--- src/rtl/fifo_dma_pkg.sv ---
package fifo_dma_pkg;

  typedef enum logic [1:0] {
    END_FULL  = 2'd0,
    END_ZLP   = 2'd1,
    END_SHORT = 2'd2,
    END_TCNT  = 2'd3
  } end_kind_e;

  // Manual-clear policy when hardware clearing is off.
  function automatic logic manual_clear_needed(end_kind_e kind, logic blk);
    case (kind)
      END_FULL: return 1'b0;
      END_ZLP:  return 1'b1;
      default:  return blk;
    endcase
  endfunction

endpackage

--- src/rtl/dma_pipe_select.sv ---
module dma_pipe_select #(
  parameter int PIPE_W    = 4,
  parameter int NUM_PIPES = 10
) (
  input  logic                 clk,
  input  logic                 rst,
  input  logic [PIPE_W-1:0]    pipe_sel,
  input  logic                 busy,
  output logic [PIPE_W-1:0]    cur_pipe,
  output logic                 pipe_ok,
  output logic [NUM_PIPES-1:0] pipe_hot,
  output logic                 sel_err
);
  localparam int MAX_PIPE = NUM_PIPES - 1;

  always_ff @(posedge clk) begin
    if (rst) begin
      cur_pipe <= '0;
      sel_err  <= 1'b0;
    end else if (busy) begin
      if (pipe_sel != cur_pipe) sel_err <= 1'b1;
    end else begin
      cur_pipe <= pipe_sel;
    end
  end

  assign pipe_ok = (cur_pipe >= PIPE_W'(1)) && (cur_pipe <= PIPE_W'(MAX_PIPE));

  for (genvar g = 0; g < NUM_PIPES; g++) begin : g_hot
    assign pipe_hot[g] = (cur_pipe == PIPE_W'(g));
  end

  assert_err_only_busy_R4: assert property (@(posedge clk) disable iff (rst)
    $rose(sel_err) |-> $past(busy));

  assert_pipe_held_R4: assert property (@(posedge clk) disable iff (rst)
    busy |=> $stable(cur_pipe));

endmodule

--- src/rtl/dma_byte_counter.sv ---
module dma_byte_counter #(
  parameter int LEN_W = 11
) (
  input  logic             clk,
  input  logic             rst,
  input  logic             wide,
  input  logic             acc,
  input  logic             clr,
  output logic [LEN_W-1:0] byte_cnt,
  output logic [LEN_W:0]   cnt_next
);
  assign cnt_next = {1'b0, byte_cnt} + (wide ? (LEN_W+1)'(2) : (LEN_W+1)'(1));

  always_ff @(posedge clk) begin
    if (rst || clr) byte_cnt <= '0;
    else if (acc)   byte_cnt <= cnt_next[LEN_W-1:0];
  end

  assert_idle_count_R3: assert property (@(posedge clk) disable iff (rst)
    (!acc && !clr) |=> $stable(byte_cnt));

endmodule

--- src/rtl/dma_clear_policy.sv ---
module dma_clear_policy
  import fifo_dma_pkg::*;
(
  input  logic      clk,
  input  logic      rst,
  input  logic      read_dir,
  input  logic      auto_clr_en,
  input  logic      done,
  input  end_kind_e done_kind,
  input  logic      done_blk,
  input  logic      pkt_evt,
  output logic      buf_clr,
  output logic      sw_clr_req
);
  always_ff @(posedge clk) begin
    if (rst) begin
      buf_clr    <= 1'b0;
      sw_clr_req <= 1'b0;
    end else begin
      buf_clr <= done && read_dir && auto_clr_en;
      if (done && read_dir && !auto_clr_en && manual_clear_needed(done_kind, done_blk))
        sw_clr_req <= 1'b1;
      else if (pkt_evt)
        sw_clr_req <= 1'b0;
    end
  end

  assert_write_no_clr_R5: assert property (@(posedge clk) disable iff (rst)
    buf_clr |-> $past(read_dir));

  assert_sw_only_manual_R7: assert property (@(posedge clk) disable iff (rst)
    $rose(sw_clr_req) |-> $past(!auto_clr_en));

endmodule

--- src/rtl/dma_fifo_port.sv ---
module dma_fifo_port
  import fifo_dma_pkg::*;
#(
  parameter int PIPE_W    = 4,
  parameter int NUM_PIPES = 10,
  parameter int LEN_W     = 11
) (
  input  logic                 clk,
  input  logic                 rst,
  input  logic [PIPE_W-1:0]    pipe_sel,
  input  logic                 wide_sel,
  input  logic                 read_dir,
  input  logic                 auto_clr_en,
  input  logic [NUM_PIPES-1:0] blk_read,
  input  logic [NUM_PIPES-1:0] buf_rdy,
  input  logic                 pkt_end_valid,
  input  logic [1:0]           pkt_end_kind,
  input  logic [LEN_W-1:0]     pkt_len,
  input  logic                 dma_ack,
  output logic                 dma_req,
  output logic                 buf_clr,
  output logic                 sw_clr_req,
  output logic                 sel_err,
  output logic [LEN_W-1:0]     byte_cnt
);
  logic [PIPE_W-1:0]    cur_pipe;
  logic                 pipe_ok;
  logic [NUM_PIPES-1:0] pipe_hot;
  logic [LEN_W:0]       cnt_next;
  logic                 busy, rdy_sel, blk_sel, accept, pkt_evt;
  logic                 rd_done, zlp_done, done, cnt_clr, clr_set;
  logic                 rd_pending, blocked;
  logic [LEN_W-1:0]     rd_len;
  end_kind_e            rd_kind, evt_kind, done_kind;

  assign evt_kind = end_kind_e'(pkt_end_kind);
  assign busy     = rd_pending || (byte_cnt != '0);

  dma_pipe_select #(.PIPE_W(PIPE_W), .NUM_PIPES(NUM_PIPES)) u_sel (
    .clk(clk), .rst(rst), .pipe_sel(pipe_sel), .busy(busy),
    .cur_pipe(cur_pipe), .pipe_ok(pipe_ok), .pipe_hot(pipe_hot), .sel_err(sel_err)
  );

  assign rdy_sel = |(buf_rdy & pipe_hot);
  assign blk_sel = |(blk_read & pipe_hot);
  assign dma_req = pipe_ok && rdy_sel && !blocked;
  assign accept  = dma_req && dma_ack;
  assign pkt_evt = pkt_end_valid && pipe_ok;

  assign rd_done   = read_dir && rd_pending && accept && (cnt_next >= {1'b0, rd_len});
  assign zlp_done  = pkt_evt && read_dir && (evt_kind == END_ZLP);
  assign done      = rd_done || zlp_done;
  assign done_kind = zlp_done ? END_ZLP : rd_kind;
  assign cnt_clr   = rd_done || (pkt_evt && !read_dir);
  assign clr_set   = done && read_dir && auto_clr_en;

  dma_byte_counter #(.LEN_W(LEN_W)) u_cnt (
    .clk(clk), .rst(rst), .wide(wide_sel), .acc(accept), .clr(cnt_clr),
    .byte_cnt(byte_cnt), .cnt_next(cnt_next)
  );

  dma_clear_policy u_pol (
    .clk(clk), .rst(rst), .read_dir(read_dir), .auto_clr_en(auto_clr_en),
    .done(done), .done_kind(done_kind), .done_blk(blk_sel), .pkt_evt(pkt_evt),
    .buf_clr(buf_clr), .sw_clr_req(sw_clr_req)
  );

  always_ff @(posedge clk) begin
    if (rst) begin
      rd_pending <= 1'b0;
      rd_len     <= '0;
      rd_kind    <= END_FULL;
    end else if (pkt_evt && read_dir && (evt_kind != END_ZLP)) begin
      rd_pending <= 1'b1;
      rd_len     <= pkt_len;
      rd_kind    <= evt_kind;
    end else if (rd_done) begin
      rd_pending <= 1'b0;
    end
  end

  // Clear hold: set by a clear, released once ready is seen low.
  always_ff @(posedge clk) begin
    if (rst)          blocked <= 1'b0;
    else if (clr_set) blocked <= 1'b1;
    else if (!rdy_sel) blocked <= 1'b0;
  end

  assert_clr_drops_req_R9: assert property (@(posedge clk) disable iff (rst)
    buf_clr |-> !dma_req);

  assert_no_req_pipe0_R1: assert property (@(posedge clk) disable iff (rst)
    ($past(pipe_sel) == '0 && !$past(busy)) |-> !dma_req);

  assert_req_needs_rdy_R2: assert property (@(posedge clk) disable iff (rst)
    dma_req |-> (buf_rdy != '0));

endmodule

--- config.mk ---
export PLATFORM = sky130hd
export DESIGN_NAME = dma_fifo_port
export DESIGN_NICKNAME = d
export VERILOG_FILES = /design/src/rtl/fifo_dma_pkg.sv /design/src/rtl/dma_pipe_select.sv /design/src/rtl/dma_byte_counter.sv /design/src/rtl/dma_clear_policy.sv /design/src/rtl/dma_fifo_port.sv
export SDC_FILE = /design/constraint.sdc
export NUM_CORES = 1
export LEC_CHECK = 0
export ABC_AREA = 1
export CORE_ASPECT_RATIO = 2
export CORE_MARGIN = 2
export CORE_UTILIZATION = 25
export CTS_CLUSTER_SIZE = 12
export DETAILED_ROUTE_END_ITERATION = 8
export PLACE_DENSITY = 0.52
export SETUP_SLACK_MARGIN = 0.02
export SLEW_MARGIN = 30
export SYNTH_ARGS = -nofsm -noshare
export SYNTH_HDL_FRONTEND = slang
export SYNTH_HIERARCHICAL = 1
export SYNTH_SLANG_ARGS = --single-unit
--- constraint.sdc ---
create_clock -name clk -period 3.15 [get_ports clk]
set_input_delay 0.63 -clock clk [delete_from_list [all_inputs] [get_ports clk]]
set_output_delay 0.63 -clock clk [all_outputs]
set_load 0.05 [all_outputs]
==> qor.log, run 1 <==
INFO  floorplanning  core=8590um2
INFO  floorplanning  die_area=9640um2
INFO  power_and_ir_drop ir_drop=0.505mV
INFO  clocking       clk_pin_slew=0.05ns
INFO  power_and_ir_drop fraction_of_power_consumed_by_combinational_cells=0.577
INFO  cells_and_area layout.filler_cells=956
INFO  cells_and_area drive_above_1_share=0.167
INFO  cells_and_area fin_util=0.376
INFO  logic_synthesis syn_area=2210um2
INFO  setup_path     timing.critical_path.cells=buf_8, inv_4, ha_4, inv_2, fa_2, inv_2, nand3_4, nor2_4, nand3_2, nand2_2, inv_2, ha_4, nand4_1, inv_2, nand3_2, nand4_4, nand2_4, buf_6, nand2_4, nand2_4, nor2_2, nand2_1, a21oi_2
INFO  setup_path     r2r.worst_path.cells=21
INFO  global_route   grt_antenna_before_repair=0
INFO  clocking       cts-htree-levels=2
INFO  cells_and_area area_delta_synth_final=46.5%
INFO  timing         fin_crit=2.97ns
INFO  logic_synthesis ys_async_sr_fraction=0
INFO  floorplanning  num_rows=48
INFO  logic_synthesis synth_most_common_cell=sky130_fd_sc_hd__nand2_1
INFO  timing         setup_violations=0
INFO  timing         fmax=0.337GHz
INFO  drt            post_drt_wl_per_cell=12.4um
INFO  drt            total_routed_length=6.35mm
INFO  setup_path     worstSetupPathType=in -> reg
INFO  logic_synthesis postSynthRegisterBits=33
INFO  power_and_ir_drop seq_power_share=0.240
INFO  clocking       cts_tree=done
INFO  drt            routed-via-count=2372
INFO  timing         hold_violations=0
INFO  run            max-cap-violations=0
INFO  setup_path     timing.critical_path.fanout_max=3
INFO  timing         final_period_utilization=0.943
INFO  global_route   via_count_of_the_first_global_routing_pass=2379
INFO  clocking       cts_hold_buffers=0
INFO  setup_path     critical_path_arrival=3.18ns
INFO  cells_and_area nets=471
INFO  cells_and_area antennaDiodeCount=0
INFO  placement      numPlacedInstances=505
INFO  placement      portBuffers=58
INFO  logic_synthesis synthesis.area_per_instance=6.42um2
INFO  timing         rsz_0062_raised_after_global_routing=no
INFO  logic_synthesis synthesis.nets=402
INFO  logic_synthesis netlist.top_cell.by_area=sky130_fd_sc_hd__dfxtp_1
INFO  drt            drt_iter0_drc=148
INFO  setup_path     critPathLaunchType=primary input
INFO  logic_synthesis postSynth.topFlopCell=sky130_fd_sc_hd__dfxtp_1
INFO  setup_path     crit_path_top_delay_cell=sky130_fd_sc_hd__fa_2
INFO  power_and_ir_drop intPower=1400uW
INFO  worst_hold_path tightest_hold_check_type=reg -> reg
INFO  setup_path     critical_path.endpoint_type=flop
INFO  global_route   grt_first_pass_wirelength=10.5mm
INFO  global_route   grt_start_max_net_pins=23
INFO  power_and_ir_drop power_consumption=2650uW
INFO  power_and_ir_drop pwr_density_cell=820nW/um2
INFO  logic_synthesis synth-edff-count=0
INFO  logic_synthesis synth.top_cell.area_share=0.299
INFO  status         outcome=finished, final reports clean
INFO  timing         slew_headroom=0.539
INFO  clocking       clock_latency=0.28ns
INFO  global_route   grt.total_usage=0.142
INFO  setup_path     required=3.36ns
INFO  placement      finalWeightedCongestion=0.816
INFO  logic_synthesis synthCells=344
INFO  timing         min_setup_slack_post_route=0.180ns
INFO  worst_hold_path hold_path_depth=2
INFO  logic_synthesis post_synth_most_frequent_cells=86 x sky130_fd_sc_hd__nand2_1, 60 x sky130_fd_sc_hd__inv_1, 33 x sky130_fd_sc_hd__dfxtp_1
INFO  power_and_ir_drop power.share.clock=0.183
INFO  timing         worst_pin_slew=0.689ns
INFO  timing         timing.setup.tns=0ns
INFO  floorplanning  pin_count=59
INFO  logic_synthesis yosys-top-cells-area=sky130_fd_sc_hd__dfxtp_1 30%, sky130_fd_sc_hd__nand2_1 15%, sky130_fd_sc_hd__inv_1 10%, sky130_fd_sc_hd__ha_1 7.4%, sky130_fd_sc_hd__a21oi_1 5.4%
INFO  floorplanning  die_x=70.4um
INFO  floorplanning  initial_utilization=0.257
INFO  global_route   globalRouteOverflowTotal=0
INFO  clocking       cts.sinks=33
INFO  clocking       numCtsBuffers=5
INFO  drt            drtAntennaViolNets=0
INFO  logic_synthesis netlist-cell-type-count=33
INFO  cells_and_area post_layout_nonfiller_instances=513
INFO  placement      setup_slack_placement=-0.682ns
INFO  drt            routed_via_density=4.62
INFO  clocking       clockBufferDepth=2
INFO  logic_synthesis part_of_the_yosys_area_used_for_sequential_elements=0.299
INFO  drt            drt-pass1-iter-count=4
INFO  setup_path     slowest_cell_delay_on_critical_path=0.40ns
INFO  power_and_ir_drop total_switching_power=1250uW
INFO  logic_synthesis yosys_warnings=6
INFO  timing         final_skew=0.00253ns
INFO  power_and_ir_drop power_leakage=0.00144uW
INFO  timing         max_slew_violation_count=0
INFO  floorplanning  fp.dieH=137um
INFO  power_and_ir_drop sw_frac_of_total=0.472
INFO  setup_path     timing.critical_path.mode_cell=sky130_fd_sc_hd__inv_2
INFO  placement      post-dp-hpwl=5.33mm
INFO  drt            drc=0
INFO  clocking       cts.root.buffer_cell=sky130_fd_sc_hd__clkbuf_16
==> area by class of cell <==
cell class	count	area, um2	area share
clock buffers	7	143	0.0441
inverters	68	260	0.0805
multi-input cells	237	1380	0.427
flip-flops and latches	33	662	0.205
well taps	100	125	0.0387
repair buffers	68	662	0.205
==> power by group through the flow <==
stage	Clock (uW)	Sequential, uW	Combinational [uW]
after detailed placement	0	638	1420
after global routing	509	652	1720
after floorplan	0	781	900
after global placement	0	635	1410
after CTS	500	633	1530
final	485	636	1530
==> kinds of logic (layout without fill, tap and decap cells) <==
family,Yosys count,after routing,share of synthesized area
adder cells (fa/ha/maj),14,14,0.0828
AND/OR/NAND/NOR,161,161,0.324
XOR/XNOR,2,2,0.00794
AO/OA/AOI/OAI,60,60,0.153
buffers and inverters,74,143,0.134
flip-flops,33,33,0.299
==> through the flow <==
| stage | hold WS (ns) | area [um2] |
|---|---|---|
| 4_1_cts | 0.455 | 3180 |
| 3_3_place_gp | 0.440 | 2960 |
| 3_5_place_dp | 0.447 | 2960 |
| 6_report | 0.453 | 3230 |
| 5_1_grt | 0.484 | 3230 |
| 2_1_floorplan | 0.432 | 2230 |
==> state kept, by name, indices dropped and copies added (netlist names) <==
register / flops
u_sel/cur_pipe: 4
u_pol/buf_clr: 1
rd_pending: 1
u_sel/sel_err: 1
rd_kind: 2
blocked: 1
rd_len: 11
u_cnt/byte_cnt: 11
u_pol/sw_clr_req: 1
==> worst max-delay path, delay by kind of cell <==
kind	cells	cell delay [ns]
buf+inv	7	0.55
fa+ha+maj	3	0.78
compound gates	1	0.13
simple gates	12	1.08
==> cells in the final DEF, fill, tap and decap left out, types with 2 or more instances in the layout <==
master,n
sky130_fd_sc_hd__nor4_1,4
sky130_fd_sc_hd__inv_4,2
sky130_fd_sc_hd__a21oi_2,4
sky130_fd_sc_hd__a21oi_1,22
sky130_fd_sc_hd__nor3_1,4
sky130_fd_sc_hd__nor2_2,4
sky130_fd_sc_hd__nand3_1,12
sky130_fd_sc_hd__o21ai_0,4
sky130_fd_sc_hd__nand3_2,3
sky130_fd_sc_hd__nand2_2,10
sky130_fd_sc_hd__a221oi_1,2
sky130_fd_sc_hd__dfxtp_1,32
sky130_fd_sc_hd__nand4_1,4
sky130_fd_sc_hd__a211oi_1,4
sky130_fd_sc_hd__a22o_1,2
sky130_fd_sc_hd__buf_4,10
sky130_fd_sc_hd__o21ai_1,19
sky130_fd_sc_hd__inv_1,54
sky130_fd_sc_hd__ha_4,2
sky130_fd_sc_hd__nand2_4,3
sky130_fd_sc_hd__clkbuf_16,5
sky130_fd_sc_hd__inv_2,11
sky130_fd_sc_hd__nand2_1,81
sky130_fd_sc_hd__nor2_4,4
sky130_fd_sc_hd__nor2_1,28
sky130_fd_sc_hd__ha_1,11
sky130_fd_sc_hd__clkdlybuf4s50_1,56
==> routing by layer <==
layer	vias up	track usage	routed length (um)	part of all wire
li1	1228	-	-	-
met3	15	0.0265	283	0.045
met4	0	0.0940	229	0.036
met1	1061	0.118	2100	0.33
met2	68	0.287	3740	0.59
met5	-	0	0	0
==> worst paths after layout <==
path,from,endpoint,slack (ns)
min,u_sel/sel_err,u_sel/sel_err,0.45
max,wide_sel,u_pol/sw_clr_req,0.18
max reg2reg,u_cnt/byte_cnt[0],u_pol/sw_clr_req,0.26
min reg2reg,u_sel/sel_err,u_sel/sel_err,0.45
==> timing repair <==
item	4_1_cts	5_1_grt
setup endpoints to repair	15	14
setup buffers	1	0
gates resized for setup	27	14
pin swaps	14	13
Power figures use the tool's default switching activity.
==> run 2: changes to the inputs <==
--- a/config.mk
+++ b/config.mk
@@ -11,7 +11,7 @@
 export CORE_UTILIZATION = 25
 export CTS_CLUSTER_SIZE = 12
 export DETAILED_ROUTE_END_ITERATION = 8
-export PLACE_DENSITY = 0.52
+export PLACE_DENSITY_LB_ADDON = 0.15
 export SETUP_SLACK_MARGIN = 0.02
 export SLEW_MARGIN = 30
 export SYNTH_ARGS = -nofsm -noshare
==> run 2 against run 1 <==
Compared with the run above: largest cell class unchanged; final area is 2.0% higher; first-iteration DRC count is 49% lower; die area stayed put; sequential power is 1% higher; hold slack worse by 0.0019 ns.
==> qor.log, run 2 (synthesized netlist as in run 1, its figures left out) <==
INFO  global_route   grt.total_usage=0.144 [+0.00223]
INFO  global_route   via_count_of_the_first_global_routing_pass=2389 [+0.42%]
INFO  floorplanning  die_area=9640um2 [unchanged]
INFO  timing         fmax=0.334GHz [-0.84%]
INFO  setup_path     r2r_slack=0.23ns [-0.03 ns]
INFO  setup_path     reg2reg_to=u_cnt/byte_cnt[6]
INFO  drt            drc=0 [unchanged]
INFO  cells_and_area final_cell_mix=79 x sky130_fd_sc_hd__nand2_1, 56 x sky130_fd_sc_hd__clkdlybuf4s50_1, 54 x sky130_fd_sc_hd__inv_1, 32 x sky130_fd_sc_hd__dfxtp_1, 28 x sky130_fd_sc_hd__nor2_1
INFO  setup_path     timing.critical_path.to=u_cnt/byte_cnt[6]
INFO  floorplanning  num_rows=48 [unchanged]
INFO  setup_path     timing.critical_path.from=wide_sel
INFO  timing         final_period_utilization=0.951 [+0.00801]
INFO  drt            drt-pass1-iter-count=4 [unchanged]
INFO  clocking       cts.sinks=33 [unchanged]
INFO  cells_and_area drive_above_1_share=0.187 [+0.0201]
INFO  setup_path     required=3.32ns [-0.04 ns]
INFO  power_and_ir_drop pwr_density_cell=819nW/um2 [about the same]
INFO  timing         fin_crit=3.00ns [+0.0252 ns]
INFO  setup_path     r2r.worst_path.cells=20 [-4.8%]
INFO  placement      numPlacedInstances=508 [+0.59%]
INFO  run            max-cap-violations=0 [unchanged]
INFO  clocking       numCtsBuffers=5 [unchanged]
INFO  power_and_ir_drop ir_drop=0.550mV [+9.0%]
INFO  timing         setup_violations=0 [unchanged]
INFO  floorplanning  initial_utilization=0.257 [unchanged]
INFO  cells_and_area largestRegisters=rd_len x11, u_cnt/byte_cnt x11, u_sel/cur_pipe x4
INFO  clocking       cts-htree-levels=2 [unchanged]
INFO  setup_path     worstReg2RegStart=u_cnt/byte_cnt[1]
INFO  global_route   grt_start_max_net_pins=23 [unchanged]
INFO  clocking       clockBufferDepth=2 [unchanged]
INFO  clocking       cts.root.buffer_cell=sky130_fd_sc_hd__clkbuf_16
INFO  clocking       cts_tree=done
INFO  clocking       cts_hold_buffers=0 [unchanged]
INFO  placement      portBuffers=58 [unchanged]
INFO  power_and_ir_drop power_leakage=0.00148uW [+2.9%]
INFO  setup_path     timing.critical_path.fanout_max=8 [+5]
INFO  timing         max_slew_violation_count=0 [unchanged]
INFO  cells_and_area area_delta_synth_final=49.4%
INFO  drt            post_drt_wl_per_cell=12.9um [+4.3%]
INFO  worst_hold_path tightest_hold_check_type=reg -> reg
INFO  timing         worst_pin_slew=0.693ns [+0.00367 ns]
INFO  setup_path     critical_path_arrival=3.16ns [-0.02 ns]
INFO  cells_and_area antennaDiodeCount=0 [unchanged]
INFO  floorplanning  die_x=70.4um [unchanged]
INFO  drt            routed_via_density=4.62 [about the same]
INFO  timing         hold_violations=0 [unchanged]
INFO  setup_path     critical_path.endpoint_type=flop
INFO  timing         worst_slack_on_hold_paths=0.451ns [-0.00193 ns]
INFO  drt            drt_iter0_drc=75 [-49%]
INFO  status         outcome=finished, final reports clean
INFO  cells_and_area post_layout_nonfiller_instances=522 [+1.8%]
INFO  cells_and_area nets=479 [+1.7%]
INFO  placement      finalWeightedCongestion=0.788 [-3.3%]
INFO  global_route   globalRouteOverflowTotal=0 [unchanged]
INFO  placement      post-dp-hpwl=5.41mm [+1.5%]
INFO  drt            total_routed_length=6.73mm [+6.1%]
INFO  cells_and_area layout.filler_cells=924 [-3.3%]
INFO  global_route   grt_antenna_before_repair=0 [unchanged]
INFO  timing         rsz_0062_raised_after_global_routing=yes
INFO  timing         final_skew=0.00417ns [+0.00165 ns]
INFO  drt            drtAntennaViolNets=0 [unchanged]
INFO  floorplanning  fp.dieH=137um [unchanged]
INFO  floorplanning  pin_count=59 [unchanged]
INFO  cells_and_area mostFrequentLayoutCell=sky130_fd_sc_hd__nand2_1
INFO  setup_path     worstSetupPathType=in -> reg
INFO  drt            routed-via-count=2413 [+1.7%]
INFO  clocking       clock_latency=0.27ns [about the same]
INFO  clocking       clk_pin_slew=0.05ns [about the same]
INFO  global_route   grt_first_pass_wirelength=10.9mm [+3.1%]
INFO  timing         slew_headroom=0.537 [-0.00245]
INFO  floorplanning  core=8590um2 [unchanged]
INFO  setup_path     critPathLaunchType=primary input
[run 2: per-layer routing]
layer  vias to the layer above  part of all wire  track usage
met3                        18             0.031       0.0214
li1                       1246                 -            -
met5                         -                 0            0
met4                         0             0.030       0.0609
met2                        57              0.58        0.302
met1                      1092              0.36        0.129
[run 2: final cells by class]
| type | instances | area (um2) | share of cell area |
|---|---|---|---|
| repair buffers | 76 | 722 | 0.219 |
| flip-flops and latches | 33 | 662 | 0.201 |
| clock buffers | 6 | 129 | 0.0391 |
| inverters | 68 | 263 | 0.0797 |
| well taps | 100 | 125 | 0.0380 |
| multi-input cells | 237 | 1390 | 0.420 |
| clock inverters | 2 | 10.0 | 0.00304 |
[run 2: critical path, cell delays in order]
cell and delay [ns]:
sky130_fd_sc_hd__buf_6 0.10, sky130_fd_sc_hd__inv_4 0.05, sky130_fd_sc_hd__ha_4 0.13, sky130_fd_sc_hd__inv_4 0.03, sky130_fd_sc_hd__fa_2 0.39, sky130_fd_sc_hd__inv_2 0.10
sky130_fd_sc_hd__nand3_4 0.08, sky130_fd_sc_hd__nor2_4 0.15, sky130_fd_sc_hd__nand3_2 0.08, sky130_fd_sc_hd__nand2_2 0.09, sky130_fd_sc_hd__inv_2 0.05, sky130_fd_sc_hd__ha_4 0.26
sky130_fd_sc_hd__nand4_1 0.14, sky130_fd_sc_hd__nor2_2 0.16, sky130_fd_sc_hd__nand2_2 0.08, sky130_fd_sc_hd__nand4_4 0.07, sky130_fd_sc_hd__nand2_4 0.06, sky130_fd_sc_hd__o21ai_2 0.08
sky130_fd_sc_hd__nor2_4 0.07, sky130_fd_sc_hd__inv_4 0.14, sky130_fd_sc_hd__a21oi_1 0.05, sky130_fd_sc_hd__o21ai_1 0.10, sky130_fd_sc_hd__inv_1 0.05
[run 2: where the power goes]
| group | switching (uW) | total, uW | internal (uW) |
|---|---|---|---|
| Combinational | 987 | 1590 | 605 |
| Sequential | 122 | 643 | 521 |
| Clock | 175 | 465 | 290 |
| Total | 1280 | 2700 | 1420 |
[run 2: how the worst min path moves through the flow]
stage	start	cells past startpoint	endpoint
2_1_floorplan	rd_kind[0]	2	rd_kind[0]
5_1_grt	u_sel/sel_err	2	u_sel/sel_err
6_report	u_sel/sel_err	2	u_sel/sel_err
4_1_cts	u_sel/sel_err	2	u_sel/sel_err
3_5_place_dp	u_sel/sel_err	2	u_sel/sel_err
3_3_place_gp	u_sel/sel_err	2	u_sel/sel_err
[run 2: stage by stage]
stage                     TNS [ns]  power, uW  setup slack (ns)  area [um2]  utilization
after detailed placement     -9.03       2100            -0.712        2980        0.347
after global placement       -8.06       2080            -0.627        2980        0.347
final                            0       2700             0.155        3300        0.384
after floorplan                  0       1680            0.0611        2230            -
after global routing        -0.146       2920           -0.0507        3300        0.384
after CTS                        0       2700            0.0630        3250        0.378
[run 2: what timing repair did]
| item | 4_1_cts | 5_1_grt |
|---|---|---|
| gates resized for setup | 30 | 12 |
| setup buffers | 3 | 3 |
| pin swaps | 10 | 11 |
| setup endpoints to repair | 15 | 14 |
| hold endpoints to repair | 0 | 0 |
==> run 3: changes to the inputs <==
==> constraint.sdc (replaced) <==
create_clock -name clk -period 2.51 [get_ports clk]
set_input_delay 0.502 -clock clk [delete_from_list [all_inputs] [get_ports clk]]
set_output_delay 0.502 -clock clk [all_outputs]
set_load 0.05 [all_outputs]
==> run 3 against run 2 <==
Compared with the run above: the flow now finishes with violations (negative setup slack); total power is 28% higher; count of clock-buffer cells in the layout increased by 1; via count down 0.12%; core utilization is 0.61 points higher; die area stayed put; hold slack about the same; worst setup slack got worse by 0.39 ns; first-iteration DRC count is 85% higher; final cell count grew 1.1%; sequential power increased by 18%; clock power up 32%.
==> qor.log, run 3 (synthesized netlist as in run 1, its figures left out) <==
INFO  drt            drtAntennaViolNets=0 [unchanged]
INFO  setup_path     required=2.73ns [-0.59 ns]
INFO  power_and_ir_drop sw_frac_of_total=0.460 [-0.0155]
INFO  floorplanning  pin_count=59 [unchanged]
INFO  global_route   grt_first_pass_wirelength=11.0mm [+1.1%]
INFO  run            max-cap-violations=0 [unchanged]
INFO  timing         setup_violations=15 [+15]
INFO  clocking       cts.root.buffer_cell=sky130_fd_sc_hd__clkbuf_16
INFO  cells_and_area layout.filler_cells=926 [+0.22%]
INFO  floorplanning  fp.dieH=137um [unchanged]
INFO  clocking       clk_pin_slew=0.05ns [about the same]
INFO  global_route   grt.total_usage=0.150 [+0.00609]
INFO  clocking       cts.sinks=33 [unchanged]
INFO  power_and_ir_drop power.share.clock=0.178 [+0.006]
INFO  floorplanning  initial_utilization=0.257 [unchanged]
INFO  status         outcome=finished with violations
INFO  floorplanning  num_rows=48 [unchanged]
INFO  cells_and_area largestRegisters=rd_len x11, u_cnt/byte_cnt x11, u_sel/cur_pipe x4
INFO  clocking       cts_tree=done
INFO  drt            m1WireLength=2.20mm [-8.0%]
INFO  clocking       clockBufferDepth=2 [unchanged]
INFO  drt            drt-pass1-iter-count=4 [unchanged]
INFO  cells_and_area antennaDiodeCount=0 [unchanged]
INFO  global_route   grt_start_max_net_pins=23 [unchanged]
INFO  cells_and_area nets=486 [+1.5%]
INFO  setup_path     timing.critical_path.mode_cell=sky130_fd_sc_hd__inv_2
INFO  timing         slew_headroom=0.664 [+0.127]
INFO  global_route   via_count_of_the_first_global_routing_pass=2451 [+2.6%]
INFO  cells_and_area regArea=666um2 [+0.57%]
INFO  power_and_ir_drop ir_drop=0.447mV [-19%]
INFO  setup_path     r2r_slack=-0.22ns [-0.45 ns]
INFO  placement      setup_slack_placement=-1.24ns [-0.526 ns]
INFO  setup_path     slowest_cell_delay_on_critical_path=0.38ns [about the same]
INFO  clocking       clock_latency=0.28ns [about the same]
INFO  clocking       cts-htree-levels=2 [unchanged]
INFO  setup_path     timing.critical_path.cells=buf_8, inv_12, ha_4, inv_2, fa_2, inv_2, nand3_4, nor2_4, nand3_2, nand2_2, inv_2, ha_4, nand4_1, inv_2, nand3_2, nand4_4, nand2_4, buf_4, nand2_4, nand2_2, nor2_2, nand2_1, a21oi_2
INFO  global_route   globalRouteOverflowTotal=0 [unchanged]
INFO  worst_hold_path hold_path_depth=2 [unchanged]
INFO  power_and_ir_drop power_leakage=0.00151uW [+2.2%]
INFO  setup_path     worstReg2RegStart=u_cnt/byte_cnt[0]
INFO  setup_path     timing.critical_path.from=wide_sel
INFO  timing         fmax=0.365GHz
INFO  power_and_ir_drop power_consumption=3460uW [+28%]
INFO  drt            met2RoutedLength=4.06mm [+3.2%]
INFO  power_and_ir_drop intPower=1870uW [+32%]
INFO  cells_and_area final_cell_mix=82 x sky130_fd_sc_hd__nand2_1, 56 x sky130_fd_sc_hd__clkdlybuf4s50_1, 54 x sky130_fd_sc_hd__inv_1, 31 x sky130_fd_sc_hd__dfxtp_1, 28 x sky130_fd_sc_hd__nor2_1
INFO  setup_path     timing.critical_path.fanout_max=3 [-5]
INFO  global_route   grt_antenna_before_repair=0 [unchanged]
INFO  placement      post-dp-hpwl=5.72mm [+5.8%]
INFO  timing         min_setup_slack_post_route=-0.231ns [-0.386 ns]
INFO  cells_and_area multi_input_area=1360um2 [-1.7%]
INFO  drt            drc=0 [unchanged]
INFO  floorplanning  die_area=9640um2 [unchanged]
INFO  timing         worst_pin_slew=0.502ns [-0.191 ns]
INFO  worst_hold_path tightest_hold_check_type=reg -> reg
INFO  timing         max_slew_violation_count=0 [unchanged]
INFO  setup_path     r2r.worst_path.cells=21 [+5.0%]
INFO  setup_path     critPathLaunchType=primary input
INFO  power_and_ir_drop seq_power_share=0.219 [-0.019]
INFO  timing         rsz_0062_raised_after_global_routing=yes
INFO  status         violated_checks=negative setup slack
INFO  placement      portBuffers=58 [unchanged]
INFO  floorplanning  die_x=70.4um [unchanged]
INFO  timing         hold_violations=0 [unchanged]
INFO  drt            met3_length=251um [+20%]
INFO  floorplanning  core=8590um2 [unchanged]
INFO  drt            total_routed_length=6.72mm [-0.25%]
INFO  cells_and_area drive_above_1_share=0.194 [+0.00672]
INFO  setup_path     crit_path_top_delay_cell=sky130_fd_sc_hd__fa_2
INFO  drt            drt_iter0_drc=139 [+85%]
INFO  timing         final_skew=0.00271ns [-0.00146 ns]
INFO  cells_and_area mostFrequentLayoutCell=sky130_fd_sc_hd__nand2_1
INFO  setup_path     reg2reg_to=u_pol/sw_clr_req
INFO  power_and_ir_drop pwr_density_cell=1030nW/um2 [+26%]
INFO  timing         fin_crit=2.74ns
INFO  drt            top_signal_layer_used=met4
INFO  power_and_ir_drop total_switching_power=1590uW [+24%]
INFO  power_and_ir_drop fraction_of_power_consumed_by_combinational_cells=0.603 [+0.013]
INFO  setup_path     critical_path.endpoint_type=flop
INFO  drt            post_drt_wl_per_cell=12.7um [-1.4%]
INFO  setup_path     timing.critical_path.to=u_pol/sw_clr_req
INFO  setup_path     critical_path_arrival=2.96ns [-0.20 ns]
INFO  clocking       numCtsBuffers=5 [unchanged]
INFO  drt            routed_via_density=4.56 [-1.3%]
INFO  drt            routed-via-count=2410 [-0.12%]
INFO  timing         final_period_utilization=1.09
INFO  cells_and_area area_delta_synth_final=51.8%
INFO  placement      finalWeightedCongestion=0.804 [+2.0%]
INFO  setup_path     worstSetupPathType=in -> reg
run 3: cell count changes in the layout (fill, tap and decap cells not counted), moves of 2 or more:
cell / change
sky130_fd_sc_hd__buf_4: +8
sky130_fd_sc_hd__buf_6: -3
sky130_fd_sc_hd__clkinv_2: -2
sky130_fd_sc_hd__inv_4: -2
sky130_fd_sc_hd__nand2_1: +3
sky130_fd_sc_hd__nand2_2: -2
sky130_fd_sc_hd__o21ai_1: +2
run 3: worst max-delay path: cells and delay by family:
kind / cells / cell delay, ns
and+or+nand+nor: 12 / 1.00
adders and majority gates: 3 / 0.77
buffers and inverters: 7 / 0.58
AOI/OAI and AO/OA: 1 / 0.10
run 3: final cells by class:
class	count	share of cell area
clock buffer	7	0.0426
timing repair buffer	83	0.234
sequential	33	0.199
inverter	68	0.0807
multi-input combinational	237	0.407
tap	100	0.0374
run 3: how the worst min path moves through the flow:
stage | endpoint | slack, ns | from
global route | rd_len[2] | 0.48 | rd_len[2]
CTS | u_sel/sel_err | 0.46 | u_sel/sel_err
finish | u_sel/sel_err | 0.45 | u_sel/sel_err
global placement | u_sel/sel_err | 0.44 | u_sel/sel_err
floorplan | rd_kind[0] | 0.43 | rd_kind[0]
detailed placement | u_sel/sel_err | 0.45 | u_sel/sel_err
run 3: what timing repair did:
action	CTS	global route
resized for setup	14	7
setup buffers	3	1
setup endpoints to repair	15	15
hold buffers	0	0
pin swaps	8	0
run 3: metal layers:
layer | global-route usage | up-vias
met4 | 0.0780 | 0
li1 | - | 1259
met2 | 0.311 | 67
met3 | 0.0265 | 14
met5 | 0 | -
met1 | 0.129 | 1070
run 3: stage by stage:
stage | hold slack [ns] | TNS [ns] | instances | area [um2] | utilization
3_5_place_dp | 0.449 | -17.30 | 517 | 3130 | 0.364
2_1_floorplan | 0.432 | -3.18 | 344 | 2290 | -
3_3_place_gp | 0.445 | -16.40 | 517 | 3130 | 0.364
4_1_cts | 0.457 | -3.04 | 527 | 3310 | 0.386
6_report | 0.452 | -2.63 | 528 | 3350 | 0.390
5_1_grt | 0.482 | -5.24 | 528 | 3350 | 0.390
run 3: power groups by stage:
| stage | combinational (uW) | sequential (uW) | clock (uW) |
|---|---|---|---|
| floorplan | 1220 | 985 | 0 |
| global route | 2320 | 779 | 653 |
| detailed placement | 2070 | 769 | 0 |
| CTS | 2100 | 759 | 633 |
| finish | 2080 | 759 | 616 |
| global placement | 2050 | 768 | 0 |
